<file path="config.mk">
export PLATFORM = sky130hd
export DESIGN_NAME = slice_load_sequencer
export DESIGN_NICKNAME = d
export VERILOG_FILES = /design/src/rtl/slq_pkg.sv /design/src/rtl/slq_fifo.sv /design/src/rtl/slq_slice_seq.sv /design/src/rtl/slq_sa_model.sv /design/src/rtl/slice_load_sequencer.sv
export SDC_FILE = /design/constraint.sdc
export NUM_CORES = 1
export LEC_CHECK = 0
export ABC_AREA = 1
export BUFFER_PORTS_ARGS = -buffer_cell sky130_fd_sc_hd__buf_2
export CORE_ASPECT_RATIO = 1.75
export CORE_MARGIN = 2
export CORE_UTILIZATION = 30
export DETAILED_ROUTE_END_ITERATION = 10
export HOLD_SLACK_MARGIN = 0.15
export SLEW_MARGIN = 25
export SYNTH_ARGS = -nofsm -noshare
export SYNTH_HDL_FRONTEND = slang
export SYNTH_SLANG_ARGS = --single-unit
</file>
<file path="constraint.sdc">
create_clock -name clk -period 5.4 [get_ports clk]
set_input_delay 1.08 -clock clk [delete_from_list [all_inputs] [get_ports clk]]
set_output_delay 1.08 -clock clk [all_outputs]
set_load 0.005 [all_outputs]
</file>
<file path="src/rtl/slq_pkg.sv">
`timescale 1ns/1ps
package slq_pkg;
  // ring channel carried by a packet
  typedef enum logic [1:0] {
    RING_REQ  = 2'd0,
    RING_ACK  = 2'd1,
    RING_DATA = 2'd2
  } ring_e;

  // destination class of a packet
  typedef enum logic [1:0] {
    DST_CORE  = 2'd0,
    DST_SYSAG = 2'd1,
    DST_SLICE = 2'd2
  } dst_e;
endpackage

</file>
<file path="src/rtl/slq_fifo.sv">
`timescale 1ns/1ps
module slq_fifo #(
  parameter int W     = 8,
  parameter int DEPTH = 4
) (
  input  logic         clk,
  input  logic         rst_n,
  input  logic         push,
  input  logic [W-1:0] din,
  input  logic         pop,
  output logic [W-1:0] dout,
  output logic         full,
  output logic         empty
);
  localparam int PTR_W = (DEPTH > 1) ? $clog2(DEPTH) : 1;
  localparam int CNT_W = $clog2(DEPTH + 1);

  logic [W-1:0]     mem [DEPTH];
  logic [PTR_W-1:0] wr_ptr, wr_ptr_n, rd_ptr, rd_ptr_n;
  logic [CNT_W-1:0] cnt, cnt_n;
  logic             do_push, do_pop;

  assign full  = (cnt == CNT_W'(DEPTH));
  assign empty = (cnt == '0);
  assign dout  = mem[rd_ptr];

  always_comb begin
    do_push  = push && !full;
    do_pop   = pop && !empty;
    wr_ptr_n = wr_ptr;
    rd_ptr_n = rd_ptr;
    cnt_n    = cnt;
    if (do_push) begin
      wr_ptr_n = (wr_ptr == PTR_W'(DEPTH - 1)) ? '0 : wr_ptr + PTR_W'(1);
    end
    if (do_pop) begin
      rd_ptr_n = (rd_ptr == PTR_W'(DEPTH - 1)) ? '0 : rd_ptr + PTR_W'(1);
    end
    if (do_push && !do_pop) cnt_n = cnt + CNT_W'(1);
    if (do_pop && !do_push) cnt_n = cnt - CNT_W'(1);
  end

  always_ff @(posedge clk or negedge rst_n) begin
    if (!rst_n) begin
      wr_ptr <= '0;
      rd_ptr <= '0;
      cnt    <= '0;
    end else begin
      wr_ptr <= wr_ptr_n;
      rd_ptr <= rd_ptr_n;
      cnt    <= cnt_n;
    end
  end

  // storage: no reset, written only under its enable
  always_ff @(posedge clk) begin
    if (do_push) mem[wr_ptr] <= din;
  end
endmodule

</file>
<file path="src/rtl/slq_slice_seq.sv">
`timescale 1ns/1ps
module slq_slice_seq
  import slq_pkg::*;
#(
  parameter int CORE_W   = 3,
  parameter int TAG_W    = 4,
  parameter int BEATS    = 2,
  parameter int BEAT_W   = 1,
  parameter int SA_DEPTH = 4
) (
  input  logic              clk,
  input  logic              rst_n,
  input  logic              q_empty,
  input  logic [CORE_W-1:0] q_core,
  input  logic [TAG_W-1:0]  q_tag,
  input  logic              q_lane,
  input  logic              q_hit,
  output logic              q_pop,
  input  logic              sa_done,
  output logic              p_vld,
  output logic [1:0]        p_ring,
  output logic [1:0]        p_dst,
  output logic              p_lane,
  output logic [CORE_W-1:0] p_core,
  output logic [TAG_W-1:0]  p_tag,
  output logic [BEAT_W-1:0] p_beat
);
  localparam int CR_W = $clog2(SA_DEPTH + 1);

  typedef enum logic [2:0] {
    ST_IDLE, ST_GO, ST_DATA, ST_FWD, ST_MACK
  } st_e;

  st_e               state, state_n;
  logic [CORE_W-1:0] cur_core, cur_core_n;
  logic [TAG_W-1:0]  cur_tag, cur_tag_n;
  logic              cur_lane, cur_lane_n;
  logic [BEAT_W-1:0] beat, beat_n;
  logic [CR_W-1:0]   credits, credits_n;
  logic              at_end, can_take;

  always_comb begin
    at_end   = (state == ST_IDLE) || (state == ST_MACK) ||
               ((state == ST_DATA) && (beat == BEAT_W'(BEATS - 1)));
    can_take = !q_empty && (q_hit || (credits < CR_W'(SA_DEPTH)));
    q_pop    = at_end && can_take;

    state_n    = state;
    beat_n     = beat;
    cur_core_n = cur_core;
    cur_tag_n  = cur_tag;
    cur_lane_n = cur_lane;

    if (at_end) begin
      if (q_pop) begin
        state_n    = q_hit ? ST_GO : ST_FWD;
        cur_core_n = q_core;
        cur_tag_n  = q_tag;
        cur_lane_n = q_lane;
      end else begin
        state_n = ST_IDLE;
      end
    end else begin
      unique case (state)
        ST_GO: begin
          state_n = ST_DATA;
          beat_n  = '0;
        end
        ST_DATA: beat_n  = beat + BEAT_W'(1);
        ST_FWD:  state_n = ST_MACK;
        default: state_n = ST_IDLE;
      endcase
    end

    credits_n = credits;
    if (q_pop && !q_hit && !sa_done) credits_n = credits + CR_W'(1);
    if (sa_done && !(q_pop && !q_hit)) credits_n = credits - CR_W'(1);
  end

  always_ff @(posedge clk or negedge rst_n) begin
    if (!rst_n) begin
      state   <= ST_IDLE;
      beat    <= '0;
      credits <= '0;
    end else begin
      state   <= state_n;
      beat    <= beat_n;
      credits <= credits_n;
    end
  end

  // request context: loaded only when a request is taken
  always_ff @(posedge clk) begin
    if (q_pop) begin
      cur_core <= cur_core_n;
      cur_tag  <= cur_tag_n;
      cur_lane <= cur_lane_n;
    end
  end

  always_comb begin
    p_vld  = (state != ST_IDLE);
    p_ring = RING_ACK;
    p_dst  = DST_CORE;
    p_beat = '0;
    unique case (state)
      ST_DATA: begin
        p_ring = RING_DATA;
        p_beat = beat;
      end
      ST_FWD: begin
        p_ring = RING_REQ;
        p_dst  = DST_SYSAG;
      end
      default: ;
    endcase
    p_lane = cur_lane;
    p_core = cur_core;
    p_tag  = cur_tag;
  end
endmodule

</file>
<file path="src/rtl/slq_sa_model.sv">
`timescale 1ns/1ps
module slq_sa_model
  import slq_pkg::*;
#(
  parameter int CORE_W   = 3,
  parameter int TAG_W    = 4,
  parameter int BEATS    = 2,
  parameter int BEAT_W   = 1,
  parameter int MEM_LAT  = 6,
  parameter int SA_DEPTH = 4
) (
  input  logic              clk,
  input  logic              rst_n,
  input  logic              fwd_vld,
  input  logic [CORE_W-1:0] fwd_core,
  input  logic [TAG_W-1:0]  fwd_tag,
  input  logic              fwd_lane,
  output logic              done,
  output logic              p_vld,
  output logic [1:0]        p_ring,
  output logic [1:0]        p_dst,
  output logic              p_lane,
  output logic [CORE_W-1:0] p_core,
  output logic [TAG_W-1:0]  p_tag,
  output logic [BEAT_W-1:0] p_beat
);
  localparam int PW = CORE_W + TAG_W + 1;

  typedef enum logic [1:0] {
    SA_IDLE, SA_GO, SA_CDATA, SA_SDATA
  } sa_st_e;

  // fixed-latency memory stand-in
  logic          dl_vld [MEM_LAT];
  logic [PW-1:0] dl_pay [MEM_LAT];

  for (genvar k = 0; k < MEM_LAT; k++) begin : g_stage
    logic          in_vld;
    logic [PW-1:0] in_pay;
    if (k == 0) begin : g_head
      assign in_vld = fwd_vld;
      assign in_pay = {fwd_core, fwd_tag, fwd_lane};
    end else begin : g_tail
      assign in_vld = dl_vld[k-1];
      assign in_pay = dl_pay[k-1];
    end
    always_ff @(posedge clk or negedge rst_n) begin
      if (!rst_n) dl_vld[k] <= 1'b0;
      else        dl_vld[k] <= in_vld;
    end
    always_ff @(posedge clk) begin
      if (in_vld) dl_pay[k] <= in_pay;
    end
  end

  logic          rq_pop, rq_full, rq_empty;
  logic [PW-1:0] rq_dout;

  slq_fifo #(.W(PW), .DEPTH(SA_DEPTH)) u_ret_q (
    .clk   (clk),
    .rst_n (rst_n),
    .push  (dl_vld[MEM_LAT-1]),
    .din   (dl_pay[MEM_LAT-1]),
    .pop   (rq_pop),
    .dout  (rq_dout),
    .full  (rq_full),
    .empty (rq_empty)
  );

  sa_st_e        state, state_n;
  logic [BEAT_W-1:0] beat, beat_n;
  logic [PW-1:0] cur, cur_n;
  logic          at_end, beat_last;

  always_comb begin
    beat_last = (beat == BEAT_W'(BEATS - 1));
    at_end    = (state == SA_IDLE) || ((state == SA_SDATA) && beat_last);
    rq_pop    = at_end && !rq_empty;
    done      = (state == SA_SDATA) && beat_last;
    state_n   = state;
    beat_n    = beat;
    cur_n     = cur;
    if (at_end) begin
      if (rq_pop) begin
        state_n = SA_GO;
        cur_n   = rq_dout;
      end else begin
        state_n = SA_IDLE;
      end
    end else begin
      unique case (state)
        SA_GO: begin
          state_n = SA_CDATA;
          beat_n  = '0;
        end
        SA_CDATA: begin
          if (beat_last) begin
            state_n = SA_SDATA;
            beat_n  = '0;
          end else begin
            beat_n = beat + BEAT_W'(1);
          end
        end
        default: beat_n = beat + BEAT_W'(1);
      endcase
    end
  end

  always_ff @(posedge clk or negedge rst_n) begin
    if (!rst_n) begin
      state <= SA_IDLE;
      beat  <= '0;
    end else begin
      state <= state_n;
      beat  <= beat_n;
    end
  end

  always_ff @(posedge clk) begin
    if (rq_pop) cur <= cur_n;
  end

  always_comb begin
    p_vld  = (state != SA_IDLE);
    p_ring = (state == SA_GO) ? RING_ACK : RING_DATA;
    p_dst  = (state == SA_SDATA) ? DST_SLICE : DST_CORE;
    p_beat = (state == SA_GO) ? '0 : beat;
    {p_core, p_tag, p_lane} = cur;
  end
endmodule

</file>
<file path="src/rtl/slice_load_sequencer.sv">
`timescale 1ns/1ps
module slice_load_sequencer
  import slq_pkg::*;
#(
  parameter int N_CORES    = 8,
  parameter int TAG_W      = 4,
  parameter int LINE_BYTES = 64,
  parameter int BEAT_BYTES = 32,
  parameter int Q_DEPTH    = 4,
  parameter int MEM_LAT    = 6,
  parameter int SA_DEPTH   = 4,
  localparam int CORE_W    = $clog2(N_CORES),
  localparam int BEATS     = LINE_BYTES / BEAT_BYTES,
  localparam int BEAT_W    = (BEATS > 1) ? $clog2(BEATS) : 1
) (
  input  logic              clk,
  input  logic              rst_n,
  input  logic              req_valid,
  output logic              req_ready,
  input  logic [CORE_W-1:0] req_core,
  input  logic [TAG_W-1:0]  req_tag,
  input  logic              req_lane,
  input  logic              req_hit,
  output logic              sl_vld,
  output logic [1:0]        sl_ring,
  output logic [1:0]        sl_dst,
  output logic              sl_lane,
  output logic [CORE_W-1:0] sl_core,
  output logic [TAG_W-1:0]  sl_tag,
  output logic [BEAT_W-1:0] sl_beat,
  output logic              sa_vld,
  output logic [1:0]        sa_ring,
  output logic [1:0]        sa_dst,
  output logic              sa_lane,
  output logic [CORE_W-1:0] sa_core,
  output logic [TAG_W-1:0]  sa_tag,
  output logic [BEAT_W-1:0] sa_beat
);
  localparam int QW = CORE_W + TAG_W + 2;

  logic          q_full, q_empty, q_pop;
  logic [QW-1:0] q_dout;
  logic [CORE_W-1:0] h_core;
  logic [TAG_W-1:0]  h_tag;
  logic          h_lane, h_hit;
  logic          sa_done, fwd_vld;

  assign req_ready = !q_full;
  assign {h_core, h_tag, h_lane, h_hit} = q_dout;

  slq_fifo #(.W(QW), .DEPTH(Q_DEPTH)) u_req_q (
    .clk   (clk),
    .rst_n (rst_n),
    .push  (req_valid),
    .din   ({req_core, req_tag, req_lane, req_hit}),
    .pop   (q_pop),
    .dout  (q_dout),
    .full  (q_full),
    .empty (q_empty)
  );

  slq_slice_seq #(
    .CORE_W(CORE_W), .TAG_W(TAG_W), .BEATS(BEATS),
    .BEAT_W(BEAT_W), .SA_DEPTH(SA_DEPTH)
  ) u_seq (
    .clk     (clk),
    .rst_n   (rst_n),
    .q_empty (q_empty),
    .q_core  (h_core),
    .q_tag   (h_tag),
    .q_lane  (h_lane),
    .q_hit   (h_hit),
    .q_pop   (q_pop),
    .sa_done (sa_done),
    .p_vld   (sl_vld),
    .p_ring  (sl_ring),
    .p_dst   (sl_dst),
    .p_lane  (sl_lane),
    .p_core  (sl_core),
    .p_tag   (sl_tag),
    .p_beat  (sl_beat)
  );

  // forwarded misses travel to the system agent on the slice port
  assign fwd_vld = sl_vld && (sl_ring == RING_REQ) && (sl_dst == DST_SYSAG);

  slq_sa_model #(
    .CORE_W(CORE_W), .TAG_W(TAG_W), .BEATS(BEATS), .BEAT_W(BEAT_W),
    .MEM_LAT(MEM_LAT), .SA_DEPTH(SA_DEPTH)
  ) u_sa (
    .clk      (clk),
    .rst_n    (rst_n),
    .fwd_vld  (fwd_vld),
    .fwd_core (sl_core),
    .fwd_tag  (sl_tag),
    .fwd_lane (sl_lane),
    .done     (sa_done),
    .p_vld    (sa_vld),
    .p_ring   (sa_ring),
    .p_dst    (sa_dst),
    .p_lane   (sa_lane),
    .p_core   (sa_core),
    .p_tag    (sa_tag),
    .p_beat   (sa_beat)
  );
endmodule

</file>
==> flow_metrics.tcl, run 1 <==
set metrics [dict create \
    cts_tree "done" \
    pwr-share-comb_pct 24.4 \
    yosysTopAreaCellShare_pct 64.9 \
    max_cap_viol_count 0 \
    switching_share_pct 33.9 \
    drv_slew 0 \
    max_slew_margin_pct 38.2 \
    yosys.cell_types.count 30 \
    path_clk_slew_ps 70 \
    rows 69 \
    grt_pass1_vias 3369 \
    async_flop_share_pct 18.5 \
    setup_tns_ps 0 \
    hpwl_um 6940 \
    required_ps 5700 \
    drt_first_pass_iters 4 \
    crit_arrival_ps 2990 \
    synthTopCellsByArea "edfxtp_1, dfrtp_1, ha_1" \
    cts.sinks 162 \
    seq_area_frac_synth_pct 77.1 \
    first_iter_violations 139 \
    drt-total-wl_um 9750 \
    pwr-share-clk_pct 27.1 \
    layout_common_cells "edfxtp_1, nor2_1, o21ai_0, inv_1, buf_2" \
    fp.dieH_um 193 \
    detail_route.vias_per_cell 4.43 \
    synthFlopType "edfxtp_1" \
    cts_resized 0 \
    gp_congestion 0.775 \
    final_common_cell "edfxtp_1" \
    period_share_pct 49.8 \
    routedWlPerCell_um 13.7 \
    pwr_density_cell_nw_per_um2 599 \
    synth_edf_count 132 \
    die_x_um 112 \
    postSynthCellCount 403 \
    cp_max_fo 13 \
    syn2layout_area_growth_pct 16.6 \
    p_int_w 0.00283 \
    crit_type "flop to flop" \
    ctsLongestPathBuffers 2 \
    synth_area_per_cell_um2 15.2 \
    peakVddDrop_uv 270 \
    endpoint_kind "flop" \
    grt_max_degree 31 \
    netlist_area_um2 6110 \
    grt.overflow.total 0 \
    drive_above_1_share_pct 18.7 \
    stdcell_area_um2 7130 \
    dp.cells 681 \
    ant_nets 0 \
    grt_usage_pct 9.53 \
    cts_inserted_buffers 17 \
    hold_class "flop to flop" \
    antenna_found_initial 0 \
    io_pins 41 \
    finalCriticalPeriod_ps 2690 \
    seq_power_share_pct 48.5 \
    ctsHtreeMaxLevel 4 \
    cts-hold-fix-buffers 0 \
    clock_skew_ps 10.7 \
    place_area_um2 6540 \
    critPathLaunchType "flop" \
    dieArea_um2 21600 \
    status "finished clean" \
    vias 3158 \
    io_buffer_count 38 \
    post_cts_buffers 0 \
    drc 0 \
    max_freq_mhz 372 \
    worstSkewPairLatency_ps 420 \
    yosys.area.top_type "edfxtp_1" \
    rsz0062_at_grt "false" \
    final_nets 484 \
    worstMarginPinSlew_ps 924 \
    synth_seq_cells 162 \
    hold_viol_final 0 \
    cellLeakagePower_nw 2.70 \
    final_cells 713 \
    initial_core_util_pct 30.4 \
    grt_pass1_wl_um 15900 \
    antenna_cells 0 \
    cts_root_buf "clkbuf_16" \
    yosys_warnings 0 \
    switching_power_w 0.00145 \
    coreArea_um2 20100 \
    setup_viol 0 \
]
sequential cells by signal, indices dropped and copies added (netlist names), 3 cells and up:
register	flops
u_seq.p_core	3
u_sa.g_stage.in_vld	5
u_seq.p_tag	4
u_seq.state	3
u_req_q.cnt	3
u_seq.credits	3
u_sa.u_ret_q.cnt	3
u_sa.u_ret_q.mem	32
u_req_q.mem	36
u_sa.dl_pay	48
u_sa.cur	8
cells in the mapped netlist, drive strengths merged, types with 2 or more instances:
cell and n:
nand2 29, nor2 51, inv 41, edfxtp 132, dfrtp 30, o21ai 43
o22ai 17, nand3 9, buf 9, a31oi 2, ha 17, xnor2 4
fa 3, xor2 2, a21oi 8
worst max-delay path: stages, from the launching register on:
cell and delay (ps):
dfrtp_1 410, inv_1 110, ha_1 170, inv_1 60, nand2_1 110, nand2_1 90
inv_1 360, ha_1 260, inv_1 80, fa_1 450, a21oi_1 180, o21ai_0 130
xor2_1 150
cell families after synthesis:
| logic type | after synthesis | share of synthesized area (%) |
|---|---|---|
| AO/OA/AOI/OAI | 71 | 6.65 |
| XOR/XNOR | 6 | 0.860 |
| adder cells (fa/ha/maj) | 20 | 4.46 |
| buffers and inverters | 51 | 3.85 |
| flip-flops | 162 | 77.1 |
| multiplexers | 1 | 0.184 |
| other | 1 | 0.0614 |
| AND/OR/NAND/NOR | 91 | 6.80 |
final cells by class:
class / count / area (um^2)
clock buffers: 17 / 425
flip-flops and latches: 162 / 4710
clock inverters: 15 / 164
inverters: 42 / 158
multi-input cells: 191 / 1170
fillers: 1916 / 13000
well taps: 248 / 310
repair buffers: 38 / 190
power groups by stage:
stage	registers, W	clock network (W)	logic, W
floorplan	0.00200	0	0.000792
global placement	0.00208	0	0.000976
detailed placement	0.00210	0	0.00105
CTS	0.00208	0.00120	0.00106
global route	0.00212	0.00125	0.00119
finish	0.00207	0.00116	0.00104
routing by layer:
| layer | vias to the layer above | part of all wire [%] | GRT usage [%] |
|---|---|---|---|
| met1 | 1534 | 35 | 8.60 |
| li1 | 1522 | - | - |
| met5 | - | 0 | 0 |
| met2 | 85 | 59 | 19.0 |
| met4 | 0 | 1.5 | 4.27 |
| met3 | 17 | 3.9 | 2.89 |
path summary, 6_finish.rpt:
check / start / to / slack [ps] / depth (start not counted)
setup / recovery: u_sa.state[0] / u_sa.u_ret_q.cnt[2] / 2710 / 12
hold / removal: u_sa.dl_pay[3][0] / u_sa.dl_pay[4][0] / 410 / 0
setup reg to reg: u_sa.state[0] / u_sa.u_ret_q.cnt[2] / 2710 / 12
hold reg to reg: u_sa.dl_pay[3][0] / u_sa.dl_pay[4][0] / 410 / 0
max in group asynchronous: rst_n / u_seq.credits[0] / 4190 / 1
min in group asynchronous: rst_n / u_sa.u_ret_q.rd_ptr[1] / 720 / 1
per-stage QoR:
step           util (%)  setup WS [ps]  hold WS, ps  total power, W
6_report           35.4           2710          412         0.00427
5_1_grt            35.4           2510          421         0.00455
4_1_cts            35.4           2690          414         0.00433
3_5_place_dp       32.5           2710          405         0.00316
3_3_place_gp       32.5           2840          402         0.00306
2_1_floorplan         -           3090          400         0.00279
No activity file was read; power rests on OpenSTA's default activity.
==> run 2, diff against run 1 <==
- ABC_AREA: 1 -> 0
- clock period: 5.4 -> 2.4 ns (I/O delays scaled with it)
==> flow_metrics.tcl, run 2 <==
set metrics [dict create \
    worstMarginPinSlew_ps 738 \
    pwr_density_cell_nw_per_um2 1350 \
    final_common_cell "edfxtp_1" \
    postSynthCellCount 305 \
    crit_chain "ha_1, and2_4, nor2_1, nor2_2, ha_1, inv_1, fa_1, xor2_1, nor2_1, xor2_1" \
    hold_class "input pin to asynchronous set/reset pin" \
    place_ws_ps 62.3 \
    hold_slack_ps 132 \
    rows 68 \
    grt_pass1_vias 3009 \
    routedWlPerCell_um 14.0 \
    finalWorstSetupSlack_ps 154 \
    drc 0 \
    yosysTopAreaCellShare_pct 65.9 \
    required_ps 2740 \
    yosys.area.top_type "edfxtp_1" \
    place_area_um2 6510 \
    antenna_found_initial 0 \
    cts_tree "done" \
    drt_first_pass_iters 4 \
    gp_congestion 0.720 \
    io_pins 41 \
    regToRegSetupSlack_ps 150 \
    synthTopCellsByArea "edfxtp_1, dfrtp_1, mux4_2" \
    drt-total-wl_um 8690 \
    grt_pass1_wl_um 14400 \
    seq_area_frac_synth_pct 78.4 \
    rsz0062_at_grt "true" \
    cellLeakagePower_nw 2.63 \
    synth_seq_cells 162 \
    stdcell_area_um2 7150 \
    hold_viol_final 0 \
    synth_area_per_cell_um2 19.7 \
    hpwl_um 6240 \
    top_register "u_sa.dl_pay" \
    max_slew_margin_pct 50.8 \
    slowest_stage "fa_1" \
    endpoint_kind "flop" \
    antenna_cells 0 \
    layout_common_cells "edfxtp_1, buf_2, dfrtp_1, inv_1, clkbuf_16" \
    cp_max_fo 5 \
    synth_most_common_cell "edfxtp_1" \
    ant_nets 0 \
    die_x_um 111 \
    peakVddDrop_uv 683 \
    yosys.cell_types.count 35 \
    setup_viol 0 \
    path_clk_slew_ps 60 \
    io_buffer_count 38 \
    drv_slew 0 \
    syn2layout_area_growth_pct 18.9 \
    ctsLongestPathBuffers 2 \
    drive_above_1_share_pct 26.9 \
    largest_reg_flops 48 \
    vias 2703 \
    worstSkewPairLatency_ps 410 \
    synth_edf_count 132 \
    netlist_area_um2 6010 \
    cts_root_buf "clkbuf_16" \
    rr_worst_depth 10 \
    cts.sinks 162 \
    ctsHtreeMaxLevel 4 \
    grt_max_degree 31 \
    cpPeakStageDelay_ps 430 \
    yosys_warnings 0 \
    period_share_pct 93.6 \
    detail_route.vias_per_cell 4.35 \
    max_freq_mhz 445 \
    dieArea_um2 21200 \
    synthTopCellsByCount "edfxtp_1, dfrtp_1, inv_1, ha_1, nor2_1" \
    final_nets 395 \
    critPathLaunchType "flop" \
    finalCriticalPeriod_ps 2250 \
    async_flop_share_pct 18.5 \
    cts_inserted_buffers 17 \
    first_iter_violations 74 \
    coreArea_um2 19700 \
    power_w 0.00966 \
    initial_core_util_pct 30.5 \
    top_regs "u_sa.dl_pay x48, u_req_q.mem x36, u_sa.u_ret_q.mem x32" \
    clock_skew_ps 9.91 \
    grt.overflow.total 0 \
    crit_type "flop to flop" \
    synthFlopType "edfxtp_1" \
    final_util_pct 36.2 \
    crit_arrival_ps 2580 \
    grt_usage_pct 8.80 \
    fp.dieH_um 191 \
    status "finished clean" \
    max_cap_viol_count 0 \
]
[run 2: changes by cell type in the layout (fill, tap and decap cells not counted), sizes merged, moves of 6 or more]
cell / change
a21oi: -6
and2: +7
and3: +7
buf: +6
inv: -25
mux2: +6
mux4: +16
nand2: -24
nand3: -7
nor2: -37
o21ai: -35
o22ai: -16
[run 2: path summary, 6_finish.rpt]
kind	to	startpoint
setup / recovery	u_sa.u_ret_q.cnt[2]	u_sa.state[0]
hold / removal	u_sa.u_ret_q.rd_ptr[0]	rst_n
setup reg to reg	u_sa.u_ret_q.cnt[2]	u_sa.state[0]
hold reg to reg	u_sa.dl_pay[5][6]	u_sa.dl_pay[4][6]
max in group asynchronous	u_seq.state[1]	rst_n
min in group clk	u_req_q.mem[2][8]	req_core[2]
[run 2: layout make-up]
class                   count  area [um^2]
clock inverters            15          183
flip-flops and latches    162         4710
well taps                 245          307
fillers                  1866        12600
inverters                  20         75.1
clock buffers              17          425
repair buffers             44          235
multi-input cells         118         1210
[run 2: metal layers]
layer | vias up | routed length [um] | global-route usage (%)
met5 | - | 0 | 0
met4 | 0 | 176 | 4.27
met3 | 13 | 429 | 2.92
met2 | 54 | 5060 | 17.2
met1 | 1374 | 3020 | 8.03
li1 | 1262 | - | -
[run 2: power breakdown]
part	switching (W)	total [W]	internal (W)
Clock	0.00108	0.00273	0.00165
Combinational	0.00116	0.00231	0.00115
Sequential	0.000518	0.00462	0.00410
Total	0.00277	0.00966	0.00689
[run 2: what timing repair did]
| action | 4_1_cts | 5_1_grt |
|---|---|---|
| buffers inserted | 0 | 1 |
| hold buffers | 0 | 0 |
| resized for setup | 0 | 5 |
| setup endpoints to repair | 0 | 4 |
[run 2: logic make-up after synthesis]
| group | count (synthesis) | share of synthesized area [%] |
|---|---|---|
| AO/OA/AOI/OAI | 17 | 1.71 |
| adder cells (fa/ha/maj) | 20 | 4.54 |
| AND/OR/NAND/NOR | 41 | 3.47 |
| buffers and inverters | 26 | 1.91 |
| other | 1 | 0.0624 |
| XOR/XNOR | 10 | 1.46 |
| flip-flops | 162 | 78.4 |
| multiplexers | 28 | 8.45 |
[run 2: per-stage QoR]
stage / TNS, ps / std cells
5_1_grt: -29.1 / 621
4_1_cts: 0 / 620
3_3_place_gp: 0 / 588
6_report: 0 / 621
2_1_floorplan: 0 / 306
3_5_place_dp: 0 / 588
[run 2: critical path, delay by kind of cell, from the launching register on]
kind | cells | cell delay [ps]
buffers and inverters | 1 | 70
adders and majority gates | 3 | 870
xor gates and xnor gates | 2 | 300
DFF | 1 | 420
and+or+nand+nor | 4 | 520
